$ cat src/rtl/adc_sport_pkg.sv
`timescale 1ns/1ps
package adc_sport_pkg;

    typedef enum logic [1:0] {
        F_IDLE,
        F_HUNT,
        F_CMD,
        F_LOCKED
    } front_state_t;

    typedef enum logic [1:0] {
        B_OFF,
        B_MSB,
        B_LSB,
        B_ZERO
    } back_state_t;

    localparam logic [1:0] NEG_GND = 2'b00;
    localparam logic [1:0] NEG_CH0 = 2'b01;
    localparam logic [1:0] NEG_CH1 = 2'b10;

    typedef struct packed {
        logic       pos;
        logic [1:0] neg;
    } mux_route_t;

    // positive side follows odd/sign; negative is ground or the other channel
    function automatic mux_route_t decode_route(input logic single, input logic odd);
        mux_route_t r;
        r.pos = odd;
        if (single) r.neg = NEG_GND;
        else        r.neg = odd ? NEG_CH0 : NEG_CH1;
        return r;
    endfunction

endpackage

$ cat src/rtl/adc_sport_edge.sv
`timescale 1ns/1ps
module adc_sport_edge (
    input  logic clk,
    input  logic rst_n,
    input  logic lvl,
    output logic rise,
    output logic fall
);
    logic prev_q;

    always_ff @(posedge clk or negedge rst_n) begin
        if (!rst_n) prev_q <= 1'b0;
        else        prev_q <= lvl;
    end

    assign rise = lvl & ~prev_q;
    assign fall = ~lvl & prev_q;

endmodule

$ cat src/rtl/adc_sport_front.sv
`timescale 1ns/1ps
module adc_sport_front
    import adc_sport_pkg::*;
#(
    parameter int CMD_W = 3
) (
    input  logic       clk,
    input  logic       rst_n,
    input  logic       cs_n,
    input  logic       sdi,
    input  logic       sck_rise,
    input  logic       sck_fall,
    output logic       pwr_down,
    output logic       locked,
    output logic       msbf,
    output logic       sample_win,
    output logic       mux_valid,
    output logic       pos_sel,
    output logic [1:0] neg_sel
);
    localparam int CNT_W    = (CMD_W > 1) ? $clog2(CMD_W) + 1 : 1;
    localparam int SGL_POS  = 0;
    localparam int ODD_POS  = 1;
    localparam int MSBF_POS = 2;
    localparam logic [CNT_W-1:0] LAST = CNT_W'(CMD_W - 1);

    front_state_t     state_q, state_d;
    logic [CMD_W-1:0] cmd_q;
    logic [CNT_W-1:0] cnt_q;
    logic             win_q, valid_q;
    mux_route_t       route;

    always_comb begin
        state_d = state_q;
        unique case (state_q)
            F_IDLE:   if (!cs_n) state_d = F_HUNT;
            F_HUNT:   if (sck_rise && sdi) state_d = F_CMD;
            F_CMD:    if (sck_rise && cnt_q == LAST) state_d = F_LOCKED;
            F_LOCKED: state_d = F_LOCKED;
            default:  state_d = F_IDLE;
        endcase
        if (cs_n) state_d = F_IDLE;
    end

    always_ff @(posedge clk or negedge rst_n) begin
        if (!rst_n) state_q <= F_IDLE;
        else        state_q <= state_d;
    end

    always_ff @(posedge clk or negedge rst_n) begin
        if (!rst_n) begin
            cmd_q   <= '0;
            cnt_q   <= '0;
            win_q   <= 1'b0;
            valid_q <= 1'b0;
        end else if (cs_n) begin
            cmd_q   <= '0;
            cnt_q   <= '0;
            win_q   <= 1'b0;
            valid_q <= 1'b0;
        end else begin
            if (state_q == F_HUNT && sck_rise && sdi) cnt_q <= '0;
            if (state_q == F_CMD && sck_rise) begin
                for (int i = 0; i < CMD_W; i++) begin
                    if (cnt_q == CNT_W'(i)) cmd_q[i] <= sdi;
                end
                cnt_q <= cnt_q + CNT_W'(1);
                if (cnt_q == CNT_W'(ODD_POS)) begin
                    win_q   <= 1'b1;
                    valid_q <= 1'b1;
                end
            end
            if (state_q == F_LOCKED && sck_fall) win_q <= 1'b0;
        end
    end

    assign route      = decode_route(cmd_q[SGL_POS], cmd_q[ODD_POS]);
    assign pwr_down   = (state_q == F_IDLE);
    assign locked     = (state_q == F_LOCKED);
    assign msbf       = cmd_q[MSBF_POS];
    assign sample_win = win_q;
    assign mux_valid  = valid_q;
    assign pos_sel    = valid_q ? route.pos : 1'b0;
    assign neg_sel    = valid_q ? route.neg : NEG_GND;


    lead_zero_chk: assert property (@(posedge clk) disable iff (!rst_n)
        (state_q == F_HUNT && sck_rise && !sdi && !cs_n) |=> (state_q == F_HUNT));


    cmd_hold_chk: assert property (@(posedge clk) disable iff (!rst_n)
        (state_q == F_LOCKED && !cs_n) |=> $stable(cmd_q));

endmodule

$ cat src/rtl/adc_sport_back.sv
`timescale 1ns/1ps
module adc_sport_back
    import adc_sport_pkg::*;
#(
    parameter int DATA_W = 8
) (
    input  logic              clk,
    input  logic              rst_n,
    input  logic              cs_n,
    input  logic              sck_fall,
    input  logic              locked,
    input  logic              msbf,
    input  logic [DATA_W-1:0] result_i,
    output logic              sdo,
    output logic              sdo_oe,
    output logic              conv_start,
    output logic              conv_busy
);
    localparam int IDX_W = $clog2(DATA_W);
    localparam logic [IDX_W-1:0] TOP = IDX_W'(DATA_W - 1);

    back_state_t       state_q, state_d;
    logic [DATA_W-1:0] data_q;
    logic [IDX_W-1:0]  idx_q;
    logic              sdo_q, oe_q, start_q, busy_q;

    always_comb begin
        state_d = state_q;
        unique case (state_q)
            B_OFF:   if (sck_fall && locked) state_d = B_MSB;
            B_MSB:   if (sck_fall && idx_q == '0) state_d = msbf ? B_ZERO : B_LSB;
            B_LSB:   if (sck_fall && idx_q == TOP) state_d = B_ZERO;
            B_ZERO:  state_d = B_ZERO;
            default: state_d = B_OFF;
        endcase
        if (cs_n) state_d = B_OFF;
    end

    always_ff @(posedge clk or negedge rst_n) begin
        if (!rst_n) state_q <= B_OFF;
        else        state_q <= state_d;
    end

    always_ff @(posedge clk or negedge rst_n) begin
        if (!rst_n) begin
            data_q  <= '0;
            idx_q   <= '0;
            sdo_q   <= 1'b0;
            oe_q    <= 1'b0;
            start_q <= 1'b0;
            busy_q  <= 1'b0;
        end else if (cs_n) begin
            idx_q   <= '0;
            sdo_q   <= 1'b0;
            oe_q    <= 1'b0;
            start_q <= 1'b0;
            busy_q  <= 1'b0;
        end else begin
            start_q <= 1'b0;
            if (sck_fall) begin
                unique case (state_q)
                    B_OFF: begin
                        if (locked) begin
                            sdo_q   <= 1'b0;
                            oe_q    <= 1'b1;
                            data_q  <= result_i;
                            start_q <= 1'b1;
                            busy_q  <= 1'b1;
                            idx_q   <= TOP;
                        end
                    end
                    B_MSB: begin
                        sdo_q <= data_q[idx_q];
                        if (idx_q == '0) begin
                            busy_q <= 1'b0;
                            idx_q  <= IDX_W'(1);
                        end else begin
                            idx_q <= idx_q - IDX_W'(1);
                        end
                    end
                    B_LSB: begin
                        sdo_q <= data_q[idx_q];
                        idx_q <= idx_q + IDX_W'(1);
                    end
                    B_ZERO:  sdo_q <= 1'b0;
                    default: sdo_q <= 1'b0;
                endcase
            end
        end
    end

    assign sdo        = sdo_q;
    assign sdo_oe     = oe_q;
    assign conv_start = start_q;
    assign conv_busy  = busy_q;


    start_pulse_chk: assert property (@(posedge clk) disable iff (!rst_n)
        conv_start |=> !conv_start);


    oe_on_fall_chk: assert property (@(posedge clk) disable iff (!rst_n)
        $rose(sdo_oe) |-> $past(sck_fall));


    sdo_on_fall_chk: assert property (@(posedge clk) disable iff (!rst_n)
        !$stable(sdo) |-> ($past(sck_fall) || $past(cs_n)));


    zero_fill_chk: assert property (@(posedge clk) disable iff (!rst_n)
        (state_q == B_ZERO && sck_fall && !cs_n) |=> !sdo);

endmodule

$ cat src/rtl/adc_sport.sv
`timescale 1ns/1ps
module adc_sport
    import adc_sport_pkg::*;
#(
    parameter int DATA_W = 8,
    parameter int CMD_W  = 3
) (
    input  logic              clk,
    input  logic              rst_n,
    input  logic              cs_n,
    input  logic              sck,
    input  logic              sdi,
    input  logic [DATA_W-1:0] result_i,
    output logic              sdo,
    output logic              sdo_oe,
    output logic              pwr_down,
    output logic              sample_win,
    output logic              conv_start,
    output logic              conv_busy,
    output logic              mux_valid,
    output logic              pos_sel,
    output logic [1:0]        neg_sel
);
    logic sck_rise, sck_fall, locked, msbf;

    adc_sport_edge u_edge (
        .clk  (clk),
        .rst_n(rst_n),
        .lvl  (sck),
        .rise (sck_rise),
        .fall (sck_fall)
    );

    adc_sport_front #(.CMD_W(CMD_W)) u_front (
        .clk       (clk),
        .rst_n     (rst_n),
        .cs_n      (cs_n),
        .sdi       (sdi),
        .sck_rise  (sck_rise),
        .sck_fall  (sck_fall),
        .pwr_down  (pwr_down),
        .locked    (locked),
        .msbf      (msbf),
        .sample_win(sample_win),
        .mux_valid (mux_valid),
        .pos_sel   (pos_sel),
        .neg_sel   (neg_sel)
    );

    adc_sport_back #(.DATA_W(DATA_W)) u_back (
        .clk       (clk),
        .rst_n     (rst_n),
        .cs_n      (cs_n),
        .sck_fall  (sck_fall),
        .locked    (locked),
        .msbf      (msbf),
        .result_i  (result_i),
        .sdo       (sdo),
        .sdo_oe    (sdo_oe),
        .conv_start(conv_start),
        .conv_busy (conv_busy)
    );


    pwr_quiet_chk: assert property (@(posedge clk) disable iff (!rst_n)
        pwr_down |-> (!sdo_oe && !sdo));


    win_busy_excl_chk: assert property (@(posedge clk) disable iff (!rst_n)
        !(sample_win && conv_busy));


    route_legal_chk: assert property (@(posedge clk) disable iff (!rst_n)
        mux_valid |-> (neg_sel != 2'b11 && neg_sel != (pos_sel ? NEG_CH1 : NEG_CH0)));

endmodule

$ cat config.mk
export PLATFORM = sky130hd
export DESIGN_NAME = adc_sport
export DESIGN_NICKNAME = d
export VERILOG_FILES = /design/src/rtl/adc_sport_pkg.sv /design/src/rtl/adc_sport_edge.sv /design/src/rtl/adc_sport_front.sv /design/src/rtl/adc_sport_back.sv /design/src/rtl/adc_sport.sv
export SDC_FILE = /design/constraint.sdc
export NUM_CORES = 1
export LEC_CHECK = 0
export BUFFER_PORTS_ARGS = -buffer_cell sky130_fd_sc_hd__buf_2
export CAP_MARGIN = 10
export CORE_UTILIZATION = 60
export CTS_BUF_LIST = sky130_fd_sc_hd__clkbuf_4
export CTS_CLUSTER_SIZE = 8
export DETAILED_ROUTE_END_ITERATION = 8
export GPL_TIMING_DRIVEN = 0
export PLACE_DENSITY = 0.94
export REMOVE_ABC_BUFFERS = 1
export SKIP_CTS_REPAIR_TIMING = 1
export SYNTH_ARGS = -nofsm -noshare
export SYNTH_HDL_FRONTEND = slang
export SYNTH_SLANG_ARGS = --single-unit
export TNS_END_PERCENT = 5
$ cat constraint.sdc
create_clock -name clk -period 5 [get_ports clk]
set_clock_uncertainty 0.2 [all_clocks]
set_input_delay 0.5 -clock clk [delete_from_list [all_inputs] [get_ports clk]]
set_output_delay 0.5 -clock clk [all_outputs]
set_load 0.03 [all_outputs]
# Yosys cells after proc, flatten, opt, wreduce, memory -nomap -nowiden
# Cells that the tools add are included.
[op_classes] reduce_logical=36 muxes=50 eq_ne=16 n_mul=0 div_mod_pow=0 add_sub_neg=3 n_bitwise=5 magnitude_cmp=1 n_shift=0
[ops] op="$mux W3" n=9
[ops] op="$mux W1" n=25
[ops] op="$mux W2" n=10
[ops] op="$ne A3 B2 Y1 const B" n=6
[ops] op="$pmux W2 S4" n=2
[ops] op="$reduce_bool A2 Y1" n=7
[ops] op="$reduce_and A2 Y1" n=6
[ops] op="$reduce_bool A3 Y1" n=4
[ops] op="$pmux W3 S3" n=1
[ops] op="$reduce_and A3 Y1" n=3
[ops] op="$eq A2 B2 Y1 const B" n=4
[ops] op="$logic_and A1 B1 Y1" n=8
[ops] op="$reduce_and A4 Y1" n=2
[ops] op="$add A3 B1 Y3 const B" n=2
[ops] op="$logic_not A3 Y1" n=2
[ops] op="$eq A2 B1 Y1 const B" n=2
[ops] op="$logic_not A2 Y1" n=2
[ops] op="$lt A3 B4 Y1 const B" n=1
[ops] op="$reduce_bool A4 Y1" n=1
[ops] op="$bmux W1 S3" n=1
[ops] op="$eq A3 B1 Y1 const B" n=1
[ops] op="$eq A3 B2 Y1 const B" n=1
[ops] op="$eq A3 B3 Y1 const B" n=1
[ops] op="$ne A3 B3 Y1 const B" n=1
[ops] op="other kinds (6)" n=9
[word_totals] wordCells=126 register_bits=28 mem_bits_ro=0 ram_bits=0 latchBits=0 n_memories=0

# Logic depth before layout (Yosys ltp)
[depth] ltp_word=7 ltp_mapped=7

# Hierarchy
# A second synthesis with hierarchy kept.
[unflattened] cells_unflattened=156 hier_area_um2=1587.8
[by_module_without_submodules] module="adc_sport_back" instances=1 cells_each=104 seq_area_each_um2=425.4 area_per_inst_um2=983.4
[by_module_without_submodules] module="adc_sport_front" instances=1 cells_each=49 seq_area_each_um2=250.2 area_per_inst_um2=564.3
[by_module_without_submodules] module="adc_sport_edge" instances=1 cells_each=3 seq_area_each_um2=25.0 area_per_inst_um2=40.0

# Worst setup path before layout
# No wires, ideal clock.
[synth_path] path_kind="flip-flop to output port" startpoint="reg u_front.valid_q, in the netlist u_front.mux_valid" endpoint="out neg_sel[0]" arrival_ps=1374 setup_slack_ps=2926 required_time_ps=4300 n_path_buf=0 stages_incl_launch_ff=3 cell_sequence="dfrtp_1 -> inv_1 -> nor3b_1"
[synth_between] elab_chain_cells=1
[synth_rtl] element="start, declared" line="adc_sport_front.sv:30" source="logic win_q, valid_q;"
[synth_rtl] element="start signal, assigned" line="adc_sport_front.sv:55" source="valid_q <= 1'b0;"
[synth_rtl] element="start signal, assigned" line="adc_sport_front.sv:60" source="valid_q <= 1'b0;"
[synth_rtl] element="start signal, assigned" line="adc_sport_front.sv:70" source="valid_q <= 1'b1;"
[synth_rtl] element="$mux W2" line="adc_sport_front.sv:84" source="assign neg_sel = valid_q ? route.neg : NEG_GND;"
[synth_rtl] element="end, declared" line="adc_sport.sv:22" source="output logic [1:0] neg_sel"
# Every way passes these cells.

# Worst setup path in the final report
[layout_path] startpoint="reg u_back.state_q[1]" endpoint="reg u_back.data_q[3]"
[layout_between] elab_chain_cells=2
[layout_rtl] element="start, declared" line="adc_sport_back.sv:22" source="back_state_t state_q, state_d;"
[layout_rtl] element="start signal, assigned" line="adc_sport_back.sv:41" source="else state_q <= state_d;"
[layout_rtl] element="$logic_not A2 Y1" line="adc_sport_back.sv:61" source="unique case (state_q)"
[layout_rtl] element="$reduce_and A4 Y1 (no line)"
[layout_rtl] element="end signal, assigned" line="adc_sport_back.sv:66" source="data_q <= result_i;"
[layout_rtl] element="end, declared" line="adc_sport_back.sv:23" source="logic [DATA_W-1:0] data_q;"
# Every way passes these cells.
# A chain may end at the register's enable or synchronous reset.

==> out/results.txt <==
async set-reset flop share out of synthesis = 100%
number of pins exceeding their max-slew limit in the final report = 0
most frequently used flop master after synthesis = dfrtp_1
YS warnings = 0
actual transition at the worst max-transition pin = 0.626 ns
setup slack on the worst flop-to-flop path = 2.77 ns
r2r worst-path depth = 4
Clock Sink Count = 28
Pleak = 0.874 nW
mapped cell area = 0.00165 mm²
Critical Path Source = u_back.state_q[1]
critical path capture point type = flop
arrival time reported for the critical path endpoint = 2.27 ns
total global routing track utilization = 23.4%
DR iter-0 viols = 43
Placement Rows = 18
final-report setup violation count = 0
clock transition at the registers of the reported paths = 0.15 ns
CTS tree = done
Pwr per Cell Area = 329 mW/mm²
core area = 0.00254 mm²
nets = 198
number of distinct library cell variants in the gate-level netlist after synthesis = 42
critical path's slowest cell = and3_1
required time of the worst setup path = 5.05 ns
final weighted congestion in routability-driven placement = 0.818
Syn Inst Count = 149
total die area = 0.00296 mm²
Post-synth EDFFs = 0
total number of vias = 1177
commonest non-fill, non-tap cells in the layout = 28 x dfrtp_1, 22 x buf_2, 13 x ha_1
setup total negative slack = 0 ns
wire length of the first global-routing pass = 4900 µm
Stages on worst setup path = 4
type of element launching the critical path = flop
Initial DRT Pass Iterations = 4
setup repair after global routing missed its margin = no
final worst path period share = 44.5%
Filler cells = 183
final hold slack = 0.118 ns
maximum level of the CTS H-tree = 1
Worst Path Max Fanout = 10
DIE WIDTH = 54.4 µm
initial antenna violation count = 0
commonest non-fill, non-tap cell in the layout = dfrtp_1
result of the run = complete, no violations
die outline height = 54.4 µm
gate family responsible for the most delay along the worst path = simple AND/OR/NAND/NOR gates
CTS Root Cell = clkbuf_4
maximum buffer depth of the clock tree = 2
startpoint of the worst register-to-register path = u_back.state_q[1]
post-DR wirelength/cell = 15.6 µm
shortest period the worst path allows = 2.23 ns
number of diodes added for antenna fixing = 0
number of placed I/O pins = 23
number of global-route vias before repair = 1155
flop and latch count out of synthesis = 28
Area Growth Syn to Fin = 9.42%
Setup WS post-layout = 2.77 ns
proportion of layout cells with a drive suffix above 1 = 29.2%
Post-DRT Antenna Nets = 0
sequential element share of the synthesized area = 42.6%
Syn Area/Cell = 11.1 µm²
maximum clock rate = 0.449 GHz
total clock buffers created by CTS = 3
later-pin clock latency in the skew report = 0.34 ns
starting utilization of the core area = 64.7%
Buffers & Inverters on Critical Path = 1
drc violations = 0
max-slew headroom at the worst pin = 58.3%
worst min path class = input port to flop
Hold Vio Cnt, Final = 0
peak supply drop = 0.249 mV
final core utilization = 70.8%
maximum number of pins on one net before global-route repair = 29
CP peak stage delay = 0.61 ns
aggregate routed wire length = 3140 µm
setup slack at placement = 2.70 ns
Port Buf Inserts = 22
drt via density = 5.86
worst setup path endpoint = u_back.data_q[3]
crit path kind = flop to flop
half-perimeter wire length after detailed placement = 2280 µm
Congestion Overflow GR = 0
max-cap violations = 0
worst flop-to-flop path endpoint = u_back.data_q[3]
list of cells traversed by the critical path = inv_1 > ha_1 > and3_1 > mux2_4
-- worst min-delay path by stage --
stage	start	end	depth (start not counted)
after global routing	sck	u_edge.prev_q	1
final	sck	u_edge.prev_q	1
after CTS	rst_n	u_back.sdo_oe	1
after floorplan	rst_n	u_back.conv_busy	0
after detailed placement	u_back.sdo_oe	u_back.sdo_oe	1
after global placement	u_back.sdo_oe	u_back.sdo_oe	1
-- routing by layer --
layer / vias up / routed length (µm) / track usage (%)
met5: - / 0 / 0
met4: 0 / 42 / 10.7
met3: 5 / 158 / 3.33
met2: 41 / 1550 / 39.6
met1: 560 / 1390 / 29.3
li1: 571 / - / -
-- metrics by stage --
stage / area [µm²] / power (W) / cells
floorplan: 1620 / 0.000444 / 144
global placement: 1770 / 0.000482 / 196
detailed placement: 1770 / 0.000495 / 196
CTS: 1790 / 0.000594 / 200
global route: 1800 / 0.000630 / 201
finish: 1800 / 0.000593 / 201
-- cells by family (layout without fill, tap and decap cells) --
kind of cell               after synthesis  after routing  synth area share [%]
adders and majority gates               13             13                  9.88
AOI/OAI and AO/OA                       29             29                  14.5
buffers and inverters                   16             38                  4.25
muxes                                   20             20                  15.1
DFF                                     28             28                  42.6
and+or+nand+nor                         43             43                  13.7
-- synthesized netlist by cell type, types with 2 or more instances --
| cell type | instances | area share, % |
|---|---|---|
| inv_1 | 11 | 2.5 |
| nor2b_1 | 2 | 0.76 |
| a211oi_1 | 3 | 1.4 |
| nor2_2 | 2 | 0.76 |
| buf_2 | 2 | 0.61 |
| a21oi_1 | 7 | 2.1 |
| a31oi_1 | 2 | 0.76 |
| mux2_4 | 8 | 7.3 |
| nor3b_1 | 2 | 0.91 |
| nand2_1 | 6 | 1.4 |
| mux2i_1 | 5 | 3.0 |
| nand3_1 | 5 | 1.5 |
| dfrtp_1 | 28 | 43 |
| nor3_1 | 5 | 1.5 |
| ha_1 | 13 | 9.9 |
| o21ai_0 | 4 | 1.2 |
| nand2b_1 | 3 | 1.1 |
| mux2_2 | 7 | 4.8 |
| nor2_1 | 11 | 2.5 |
-- state kept, by name, summed over array words and instances (netlist names), 2 cells and up --
name / count
u_front.cnt_q: 3
u_front.state_q: 2
u_back.data_q: 8
u_back.idx_q: 3
u_front.cmd_q: 3
u_back.state_q: 2
-- power by group --
group	internal (W)	leakage [nW]	switching [W]
clock network	0.0000295	0.0154	0.0000683
registers	0.000247	0.382	0.0000272
logic	0.0000940	0.477	0.000127
total	0.000370	0.874	0.000223
-- area by class of cell --
class / count / area [µm²] / share of cell area [%]
Timing Repair Buffer: 23 / 120 / 6.67
Clock inverter: 1 / 3.75 / 0.208
Tap cell: 30 / 37.5 / 2.08
Clock buffer: 3 / 22.5 / 1.25
Multi-Input combinational cell: 105 / 876 / 48.6
Inverter: 11 / 41.3 / 2.29
Sequential cell: 28 / 701 / 38.9
No activity file was read; power rests on OpenSTA's default activity.
